==> config.mk <==
export PLATFORM = sky130hd
export DESIGN_NAME = scfg_top
export DESIGN_NICKNAME = d
export VERILOG_FILES = /design/src/rtl/scfg_pkg.sv /design/src/rtl/scfg_sync.sv /design/src/rtl/scfg_strobe.sv /design/src/rtl/scfg_shift.sv /design/src/rtl/scfg_top.sv
export SDC_FILE = /design/constraint.sdc
export NUM_CORES = 1
export LEC_CHECK = 0
export BUFFER_PORTS_ARGS = -buffer_cell sky130_fd_sc_hd__buf_2
export CAP_MARGIN = 20
export CORE_MARGIN = 2
export CORE_UTILIZATION = 42
export CTS_CLUSTER_DIAMETER = 60
export DETAILED_ROUTE_END_ITERATION = 8
export GPL_TIMING_DRIVEN = 0
export PLACE_DENSITY_LB_ADDON = 0.2
export SYNTH_ARGS = -nofsm -noshare
export SYNTH_HDL_FRONTEND = slang
export SYNTH_SLANG_ARGS = --single-unit
==> constraint.sdc <==
create_clock -name clk -period 1.6 [get_ports clk]
set_clock_uncertainty 0.2 [all_clocks]
set_input_delay 0.32 -clock clk [delete_from_list [all_inputs] [get_ports clk]]
set_output_delay 0.32 -clock clk [all_outputs]
set_load 0.1 [all_outputs]
==> src/rtl/scfg_pkg.sv <==
package scfg_pkg;

  localparam int CFG_BITS   = 6;
  localparam int PHASE_BITS = 4;
  localparam int SYNC_DEPTH = 2;

  typedef struct packed {
    logic       opt;
    logic       freq;
    logic [1:0] duty;
    logic [1:0] cur_ref;
  } cfg_fields_t;

  function automatic logic serial_bit(input logic a, input logic b);
    return a ^ b;
  endfunction

  function automatic cfg_fields_t split_word(input logic [CFG_BITS-1:0] w);
    cfg_fields_t f;
    f.cur_ref = w[1:0];
    f.duty    = w[3:2];
    f.freq    = w[4];
    f.opt     = w[5];
    return f;
  endfunction

endpackage

==> src/rtl/scfg_sync.sv <==
module scfg_sync #(
  parameter int W      = 6,
  parameter int STAGES = 2
) (
  input  logic         clk,
  input  logic         rst_n,
  input  logic [W-1:0] d,
  output logic [W-1:0] q
);

  logic [W-1:0] stg [STAGES];

  always_ff @(posedge clk or negedge rst_n) begin
    if (!rst_n) stg[0] <= '0;
    else        stg[0] <= d;
  end

  generate
    for (genvar i = 1; i < STAGES; i++) begin : g_stage
      always_ff @(posedge clk or negedge rst_n) begin
        if (!rst_n) stg[i] <= '0;
        else        stg[i] <= stg[i-1];
      end
    end
  endgenerate

  assign q = stg[STAGES-1];

endmodule

==> src/rtl/scfg_strobe.sv <==
module scfg_strobe #(
  parameter int PHASE_W = 4
) (
  input  logic               clk,
  input  logic               rst_n,
  input  logic [PHASE_W-1:0] phase_s,
  output logic               strobe
);

  function automatic logic phase_all_low(input logic [PHASE_W-1:0] p);
    return ~|p;
  endfunction

  logic all_low;
  logic all_low_q;

  assign all_low = phase_all_low(phase_s);

  // The history flop resets to "already low", so a level that is present at reset release is not an edge.
  always_ff @(posedge clk or negedge rst_n) begin
    if (!rst_n) all_low_q <= 1'b1;
    else        all_low_q <= all_low;
  end

  assign strobe = all_low & ~all_low_q;

  assert_single_strobe_R4: assert property (@(posedge clk) disable iff (!rst_n)
    strobe |=> !strobe);

  assert_no_strobe_at_release_R9: assert property (@(posedge clk) disable iff (!rst_n)
    $rose(rst_n) |-> !strobe);

endmodule

==> src/rtl/scfg_shift.sv <==
module scfg_shift #(
  parameter int CFG_W = 6
) (
  input  logic             clk,
  input  logic             rst_n,
  input  logic             shift_en,
  input  logic             din,
  output logic [CFG_W-1:0] word
);

  always_ff @(posedge clk or negedge rst_n) begin
    if (!rst_n)        word <= '0;
    else if (shift_en) word <= {word[CFG_W-2:0], din};
  end

  assert_shift_order_R5: assert property (@(posedge clk) disable iff (!rst_n)
    shift_en |=> (word[CFG_W-1:1] == $past(word[CFG_W-2:0])) && (word[0] == $past(din)));

  assert_hold_R7: assert property (@(posedge clk) disable iff (!rst_n)
    !shift_en |=> $stable(word));

  assert_reset_clear_R1: assert property (@(posedge clk) disable iff (!rst_n)
    $rose(rst_n) |-> (word == '0));

endmodule

==> src/rtl/scfg_top.sv <==
module scfg_top
  import scfg_pkg::*;
#(
  parameter int CFG_W   = CFG_BITS,
  parameter int PHASE_W = PHASE_BITS,
  parameter int SYNC_N  = SYNC_DEPTH
) (
  input  logic             clk,
  input  logic             rst_n,
  input  logic [PHASE_W-1:0] phase_in,
  input  logic             aux_a,
  input  logic             aux_b,
  output logic [CFG_W-1:0] cfg_word,
  output logic [1:0]       cur_ref,
  output logic [1:0]       duty_code,
  output logic             freq_sel,
  output logic             opt_bit
);

  localparam int IN_W = PHASE_W + 2;

  logic [IN_W-1:0]    raw_in;
  logic [IN_W-1:0]    sync_in;
  logic [PHASE_W-1:0] phase_s;
  logic               aux_a_s;
  logic               aux_b_s;
  logic               load_strobe;
  logic               load_bit;
  cfg_fields_t        fields;

  assign raw_in = {phase_in, aux_a, aux_b};

  scfg_sync #(.W(IN_W), .STAGES(SYNC_N)) u_sync (
    .clk   (clk),
    .rst_n (rst_n),
    .d     (raw_in),
    .q     (sync_in)
  );

  assign phase_s = sync_in[IN_W-1:2];
  assign aux_a_s = sync_in[1];
  assign aux_b_s = sync_in[0];

  scfg_strobe #(.PHASE_W(PHASE_W)) u_strobe (
    .clk     (clk),
    .rst_n   (rst_n),
    .phase_s (phase_s),
    .strobe  (load_strobe)
  );

  assign load_bit = serial_bit(aux_a_s, aux_b_s);

  scfg_shift #(.CFG_W(CFG_W)) u_shift (
    .clk      (clk),
    .rst_n    (rst_n),
    .shift_en (load_strobe),
    .din      (load_bit),
    .word     (cfg_word)
  );

  assign fields    = split_word(cfg_word);
  assign cur_ref   = fields.cur_ref;
  assign duty_code = fields.duty;
  assign freq_sel  = fields.freq;
  assign opt_bit   = fields.opt;

  assert_strobe_all_low_R2: assert property (@(posedge clk) disable iff (!rst_n)
    load_strobe |-> (phase_s == '0));

  assert_xor_data_R3: assert property (@(posedge clk) disable iff (!rst_n)
    load_strobe |=> cfg_word[0] == ($past(aux_a_s) != $past(aux_b_s)));

endmodule

==> results_dict.tcl, run 1 <==
set metrics [dict create \
    status "finished, final reports clean" \
    core-area_sq_um 1470 \
    drc 0 \
    fillCellCount 113 \
    yosysUniqueCellTypes 8 \
    ys_ff_latch 19 \
    period_share 0.991 \
    hold_violations 0 \
    post_cts.repair.setup_buffers 0 \
    max_slew_margin 0.731 \
    cts_sinks 19 \
    area_growth_pct 42.8 \
    die_area_sq_um 1880 \
    via_count 352 \
    grt_use_met3 0.0375 \
    ys_seq_area_frac 0.731 \
    grt_max_degree 20 \
    antenna_found_initial 0 \
    vias_per_cell 4.35 \
    crit_required_ns 1.58 \
    setup_violations 0 \
    gp_congestion 0.602 \
    whs_path_depth 0 \
    synth_cells 35 \
    initial_core_util 0.443 \
    crit_path_max_fanout 6 \
    nets 74 \
    startpoint_type "flip-flop" \
    arrival_ns 1.57 \
    end_kind "flip-flop" \
    max_freq_ghz 0.631 \
    rsz0062_at_grt "yes" \
    worst-r2r-cell-count 4 \
    clk_latency_ns 0.29 \
    ant_nets 0 \
    slew_violations 0 \
    die_y_microns 43.4 \
    cts.clk_slew.worst_paths_ns 0.10 \
    grtUsageTotal 0.110 \
    clock_path_buffers 2 \
    grt_pass1_vias 390 \
    num_antenna_cells 0 \
    drv_cap 0 \
    grt_overflow 0 \
    worstHoldPathType "reg -> reg" \
    wirelength_microns 859 \
    rows 14 \
    path_class "reg -> reg" \
    synth_nets 43 \
    met2_usage 0.200 \
    cts_root_buf "clkbuf_4" \
    utilization 0.633 \
    grt_pass1_wl_microns 1420 \
    cts_tree "yes" \
    avgSynthCellArea_sq_um 18.6 \
    syn_area_sq_um 652 \
    drive_gt1_frac 0.662 \
    die_w_microns 43.4 \
    cts_buffers 3 \
    firstDrtPassIters 1 \
    drtIter0Drc 0 \
    grt.busiest_layer "met2" \
    yosys_warnings 0 \
    max_slew.worst_pin.slew_ns 0.404 \
    post_drt_wl_per_cell_microns 10.6 \
    min_period_ns 1.59 \
    htree_levels 1 \
    portBuffers 19 \
    io_pins 20 \
    gr-usage-met1 0.102 \
    final_cell_mix "buf_4, dfrtp_1, dlygate4sd3_1, buf_2" \
]
area by class of cell:
type                            instances  area [sq um]  area share
Buffer                                  7          56.3      0.0605
Clock buffer                            4          26.3      0.0282
Multi-Input combinational cell          9           119       0.128
Sequential cell                        19           484       0.520
Tap cell                               16          20.0      0.0215
Timing Repair Buffer                   26           225       0.242
per-stage QoR:
| step | instances | instance area [sq um] | worst slack (ns) | TNS (ns) | hold WS (ns) |
|---|---|---|---|---|---|
| finish | 81 | 931 | 0.0143 | 0 | 0.155 |
| global route | 81 | 931 | -0.0614 | -0.294 | 0.170 |
| CTS | 81 | 923 | -0.00383 | -0.00392 | 0.157 |
| detailed placement | 70 | 774 | 0.0139 | 0 | 0.0733 |
| global placement | 70 | 774 | 0.0333 | 0 | 0.0708 |
| floorplan | 35 | 659 | 0.0242 | 0 | -0.176 |
worst paths after layout:
| check | from | endpoint | slack [ns] |
|---|---|---|---|
| setup / recovery | u_sync.q[3]$_DFF_PN0_ | u_shift.word[2]$_DFFE_PN0P_ | 0.01 |
| hold / removal | u_sync.stg[8]$_DFF_PN0_ | u_sync.q[2]$_DFF_PN0_ | 0.16 |
| setup reg to reg | u_sync.q[3]$_DFF_PN0_ | u_shift.word[2]$_DFFE_PN0P_ | 0.01 |
| hold reg to reg | u_sync.stg[8]$_DFF_PN0_ | u_sync.q[2]$_DFF_PN0_ | 0.16 |
| max in group asynchronous | rst_n | u_strobe.all_low_q$_DFF_PN1_ | 0.60 |
| min in group asynchronous | rst_n | u_shift.word[2]$_DFFE_PN0P_ | 0.28 |
Yosys cell counts, drive strengths merged:
cell type / instances / area share
dfrtp: 18 / 0.69
dfstp: 1 / 0.040
nor4: 1 / 0.019
buf: 7 / 0.086
xor2: 1 / 0.013
and2b: 1 / 0.012
mux2: 6 / 0.14
sequential cells by signal (all words and copies together) (netlist names):
register            flops
u_sync.stg              6
u_strobe.all_low_q      1
u_shift.word            6
u_sync.q                6
layer usage:
metal  vias up  share of wire
li1        167              -
met1       164           0.45
met2        19           0.47
met3         2          0.058
met4         0          0.016
met5         -              0
repair_timing:
action	4_1_cts	5_1_grt
endpoints found under the setup margin	14	8
hold endpoints to repair	24	0
hold buffers	7	0
resized for setup	18	2
cell families (layout without fill, tap and decap cells):
logic type / after synthesis / in the layout / synth area share
XOR/XNOR: 1 / 1 / 0.0134
flip-flops: 19 / 19 / 0.731
AND/OR/NAND/NOR: 2 / 2 / 0.0307
buffers and inverters: 7 / 37 / 0.0864
multiplexers: 6 / 6 / 0.138
critical path, cell delays in order, from the launching register on:
cell	delay (ns)
dfrtp_1	0.38
nor4_2	0.29
and2b_1	0.17
buf_6	0.14
mux2_4	0.30
Power of run 1 is not shown: default switching activity piles up to over one toggle a cycle in this logic, so the estimate is an artifact.
==> run 2: changes to the inputs <==
Settings changed: ABC_AREA set to 1.
==> run 2 against run 1 <==
Compared with the run above: area after synthesis increased by 0.58%; global-route usage increased by 1.3 points; critical path depth shrank 2; critical path type is now reg -> out.
==> results_dict.tcl, run 2 <==
set metrics [dict create \
    status "finished, final reports clean" \
    arrival_ns 1.04 \
    drc 0 \
    vdd_drop_max_uv 696 \
    die_w_microns 43.5 \
    drv_cap 0 \
    area_growth_pct 41.4 \
    final_cell_mix "nand2_1, buf_4, dfrtp_1" \
    yosysMostFrequentCell "dfrtp_1" \
    async_reset_ff_frac 1.00 \
    p_comb_frac 0.449 \
    max_slew_margin 0.729 \
    power.leakage_nw 0.468 \
    dpl-instance-area_sq_um 778 \
    worstHoldPathType "reg -> reg" \
    die_y_microns 43.5 \
    grt_max_degree 20 \
    die_area_sq_um 1890 \
    io_pins 20 \
    ys_ff_latch 19 \
    vias_per_cell 4.51 \
    mostFrequentLayoutCell "nand2_1" \
    nets 90 \
    synth_top_area_frac 0.687 \
    clock_path_buffers 2 \
    gp_congestion 0.715 \
    syn_area_sq_um 656 \
    max_slew.worst_pin.slew_ns 0.406 \
    yosys.area.top_type "dfrtp_1" \
    hold_violations 0 \
    power_frac_clock 0.161 \
    yosysUniqueCellTypes 10 \
    avgSynthCellArea_sq_um 12.9 \
    htree_levels 1 \
    crit_required_ns 1.08 \
    synth_nets 59 \
    drtIter0Drc 4 \
    grtUsageTotal 0.122 \
    cts_root_buf "clkbuf_4" \
    clk_latency_ns 0.28 \
    cp_slowest_cell "dfrtp_2" \
    via_count 437 \
    grt_pass1_wl_microns 1640 \
    rsz0062_at_grt "no" \
    yosys_warnings 0 \
    end_kind "output port" \
    rows 14 \
    max_freq_ghz 0.642 \
    synthFlopType "dfrtp_1" \
    cts_sinks 19 \
    num_antenna_cells 0 \
    p_int_mw 0.784 \
    crit_path_max_fanout 4 \
    portBuffers 19 \
    fin_tns_setup_ns 0 \
    path_cells "buf_4 > buf_6" \
    period_share 0.973 \
    p_sw_mw 0.667 \
    cts_tree "yes" \
    grt_pass1_vias 399 \
    setup_violations 0 \
    p_seq_frac 0.390 \
    switching_share 0.460 \
    max_stage_delay_ns 0.44 \
    initial_core_util 0.440 \
    post_drt_wl_per_cell_microns 10.2 \
    cts.clk_slew.worst_paths_ns 0.10 \
    slew_violations 0 \
    ys_seq_area_frac 0.727 \
    postLayoutCellArea_sq_um 927 \
    synth_cells 51 \
    grt_overflow 0 \
    min_period_ns 1.56 \
    wirelength_microns 991 \
    ant_nets 0 \
    core-area_sq_um 1490 \
    pwr_density_cell_nw_per_um2 1560 \
    path_class "reg -> out" \
    synth-edff-count 0 \
    firstDrtPassIters 2 \
    antenna_found_initial 0 \
    synth_commonest_cells "dfrtp_1, nand2_1, buf_4, nand4_1" \
    cts_buffers 3 \
    ys_top_cells_by_area "dfrtp_1, nand2_1, buf_4" \
    startpoint_type "flip-flop" \
    drive_gt1_frac 0.481 \
]
==> run 2: through the flow <==
step	total power, mW	util	cells	hold slack [ns]	worst slack, ns
after floorplan	1.07	-	51	-0.176	0.0242
after global placement	1.15	0.523	86	0.0690	0.213
after detailed placement	1.15	0.523	86	0.0729	0.207
after CTS	1.46	0.620	97	0.159	0.0123
after global routing	1.50	0.623	97	0.168	0.00524
final	1.45	0.623	97	0.157	0.0431
==> run 2: worst paths after layout <==
check	startpoint	slack (ns)	to	depth (start not counted)
max reg2reg	u_sync.q[5]$_DFF_PN0_	0.31	u_shift.word[2]$_DFFE_PN0P_	4
min	u_sync.stg[10]$_DFF_PN0_	0.16	u_sync.q[4]$_DFF_PN0_	0
max in group asynchronous	rst_n	0.60	u_strobe.all_low_q$_DFF_PN1_	2
min reg2reg	u_sync.stg[10]$_DFF_PN0_	0.16	u_sync.q[4]$_DFF_PN0_	0
min in group asynchronous	rst_n	0.28	u_shift.word[2]$_DFFE_PN0P_	2
max	u_shift.word[2]$_DFFE_PN0P_	0.04	duty_code[0]	2
==> run 2: critical path: cells and delay by family, from the launching register on <==
| family | cells | cell delay [ns] |
|---|---|---|
| buffers and inverters | 2 | 0.31 |
| flip-flops | 1 | 0.44 |
==> run 2: power groups by stage <==
stage                     Sequential [mW]  Clock (mW)  Combinational [mW]
after floorplan                     0.781           0               0.289
after global placement              0.572           0               0.576
after detailed placement            0.574           0               0.579
after CTS                           0.566       0.243               0.651
after global routing                0.574       0.257               0.670
final                               0.566       0.234               0.651
==> run 2: area by class of cell <==
type | count | area [sq um]
multi-input cells | 24 | 126
well taps | 16 | 20.0
fillers | 115 | 562
plain buffers | 6 | 45.0
inverters | 2 | 7.51
repair buffers | 26 | 218
clock buffers | 4 | 26.3
flip-flops and latches | 19 | 484
==> run 2: kinds of logic (layout without fill, tap and decap cells) <==
family        after synthesis  after routing  share of synthesized area
xor+xnor                    1              1                     0.0248
simple gates               23             23                      0.168
buf+inv                     8             38                     0.0802
flops                      19             19                      0.727
==> run 2: repair_timing <==
action / 4_1_cts / 5_1_grt
setup buffers: 0 / 0
hold buffers: 7 / 0
endpoints found under the setup margin: 12 / 1
pin swaps: 0 / 0
gates resized for setup: 17 / 1
endpoints found under the hold margin: 24 / 0
==> run 2: per-layer routing <==
metal,vias up,global-route usage,wire (microns)
met5,-,0,0
met4,0,0.0727,14
met3,2,0.0375,49
met2,16,0.212,496
met1,200,0.130,431
li1,219,-,-
Note: power is estimated with default switching activity, not from simulation.
==> run 3: changes to the inputs <==
Settings changed: ABC_AREA 1 to unset, REMOVE_ABC_BUFFERS set to 1.
==> run 3 against run 2 <==
Compared with the run above: the flow now finishes with violations (setup timing); cell count shrank 22%; critical path depth grew 1; die area fell by 0.53%; worst hold slack improved by 0.00079 ns; core utilization is 4.2 points lower; critical path type is now reg -> reg.
==> results_dict.tcl, run 3 (synthesis gave the netlist of run 1 again) <==
set metrics [dict create \
    initial_core_util 0.443 \
    wirelength_microns 952 \
    drtIter0Drc 0 \
    r2r-end "u_shift.word[0]$_DFFE_PN0P_" \
    num_antenna_cells 0 \
    cts_tree "yes" \
    portBuffers 19 \
    rsz0062_at_grt "yes" \
    drc 0 \
    drv_cap 0 \
    area_growth_pct 31.1 \
    crit_path_max_fanout 6 \
    cts_root_buf "clkbuf_4" \
    grt_pass1_wl_microns 1540 \
    multi_input_area_sq_um 120 \
    fin_ws_ns -0.0430 \
    utilization 0.581 \
    startpoint "u_sync.q[3]$_DFF_PN0_" \
    grt_pass1_vias 374 \
    status "complete, but fails checks" \
    worstHoldPathType "reg -> reg" \
    nets 69 \
    ant_nets 0 \
    rr_startpoint "u_sync.q[3]$_DFF_PN0_" \
    slew_violations 0 \
    setup_violations 6 \
    end_kind "flip-flop" \
    hold_violations 0 \
    post_drt_wl_per_cell_microns 12.5 \
    antenna_found_initial 0 \
    final_cell_mix "dfrtp_1, buf_4, dlygate4sd3_1, buf_2, mux2_4" \
    mostFrequentLayoutCell "dfrtp_1" \
    crit_end "u_shift.word[0]$_DFFE_PN0P_" \
    violations "setup timing" \
    cts_sinks 19 \
    max_slew.worst_pin.slew_ns 0.395 \
    via_count 343 \
    fin_tns_setup_ns -0.202 \
    io_pins 20 \
    arrival_ns 1.62 \
    timing.hold.ws_ns 0.158 \
    cts.clk_slew.worst_paths_ns 0.10 \
    path_cells "nor4_2 > and2b_2 > mux2_4" \
    htree_levels 1 \
    crit_required_ns 1.58 \
    min_period_ns 1.64 \
    core-area_sq_um 1470 \
    grt_overflow 0 \
    max_stage_delay_ns 0.39 \
    seq_area_sq_um 477 \
    rows 14 \
    clk_latency_ns 0.29 \
    worst-r2r-cell-count 3 \
    drive_gt1_frac 0.567 \
    period_share 1.03 \
    reg2reg_slack_ns -0.04 \
    die_y_microns 43.4 \
    cts_buffers 3 \
    firstDrtPassIters 1 \
    max_freq_ghz 0.609 \
    clock_path_buffers 2 \
    max_slew_margin 0.737 \
    gp_congestion 0.720 \
    die_w_microns 43.4 \
    cp_slowest_cell "dfrtp_1" \
    path_class "reg -> reg" \
    grt_max_degree 20 \
    fillCellCount 127 \
    die_area_sq_um 1880 \
    vias_per_cell 4.51 \
    startpoint_type "flip-flop" \
    grtUsageTotal 0.120 \
]
-- run 3: changes by cell type in the layout (fill, tap and decap cells not counted), moves of 5 or more --
cell / delta
nand2_1: -14
buf_6: -6
dfrtp_1: +6
dfrtp_2: -6
mux2_4: +6
nand4_1: -5
-- run 3: final cells by class --
cell class              count  area share
clock buffers               3      0.0264
clock inverters             1     0.00586
multi-input cells           9       0.141
flip-flops and latches     19       0.558
well taps                  16      0.0234
repair buffers             28       0.246
-- run 3: worst min path at each step --
stage	start	end	slack, ns	cells past startpoint
after detailed placement	rst_n	u_shift.word[4]$_DFFE_PN0P_	0.07	1
after CTS	u_sync.stg[6]$_DFF_PN0_	u_sync.q[0]$_DFF_PN0_	0.16	0
after global routing	u_sync.stg[7]$_DFF_PN0_	u_sync.q[1]$_DFF_PN0_	0.18	0
after floorplan	rst_n	u_shift.word[0]$_DFFE_PN0P_	-0.18	0
final	u_sync.stg[6]$_DFF_PN0_	u_sync.q[0]$_DFF_PN0_	0.16	0
after global placement	rst_n	u_shift.word[5]$_DFFE_PN0P_	0.05	1
-- run 3: through the flow --
step	cell area, sq um	cells	setup slack (ns)
after detailed placement	711	63	-0.0973
after CTS	842	75	-0.0778
after floorplan	596	28	-0.507
final	855	76	-0.0430
after global routing	855	76	-0.0970
after global placement	711	63	-0.0580
-- run 3: critical path, delay by kind of cell, from the launching register on --
| kind | cells | cell delay [ns] |
|---|---|---|
| multiplexers | 1 | 0.32 |
| flip-flops | 1 | 0.39 |
| AND/OR/NAND/NOR | 2 | 0.62 |
-- run 3: timing repair --
item                                    4_1_cts  5_1_grt
setup buffers                                 1        1
hold endpoints to repair                     24        0
endpoints found under the setup margin       18        8
hold buffers                                  7        0
resized for setup                            11        4
pin swaps                                     1        1
-- run 3: routing by layer --
| layer | vias to the layer above | global-route usage | wire [microns] |
|---|---|---|---|
| met1 | 170 | 0.108 | 351 |
| met2 | 16 | 0.227 | 541 |
| met5 | - | 0 | 0 |
| met4 | 0 | 0.0909 | 0 |
| met3 | 0 | 0.0250 | 60 |
| li1 | 157 | - | - |
Power of run 3 is left out for the same reason.
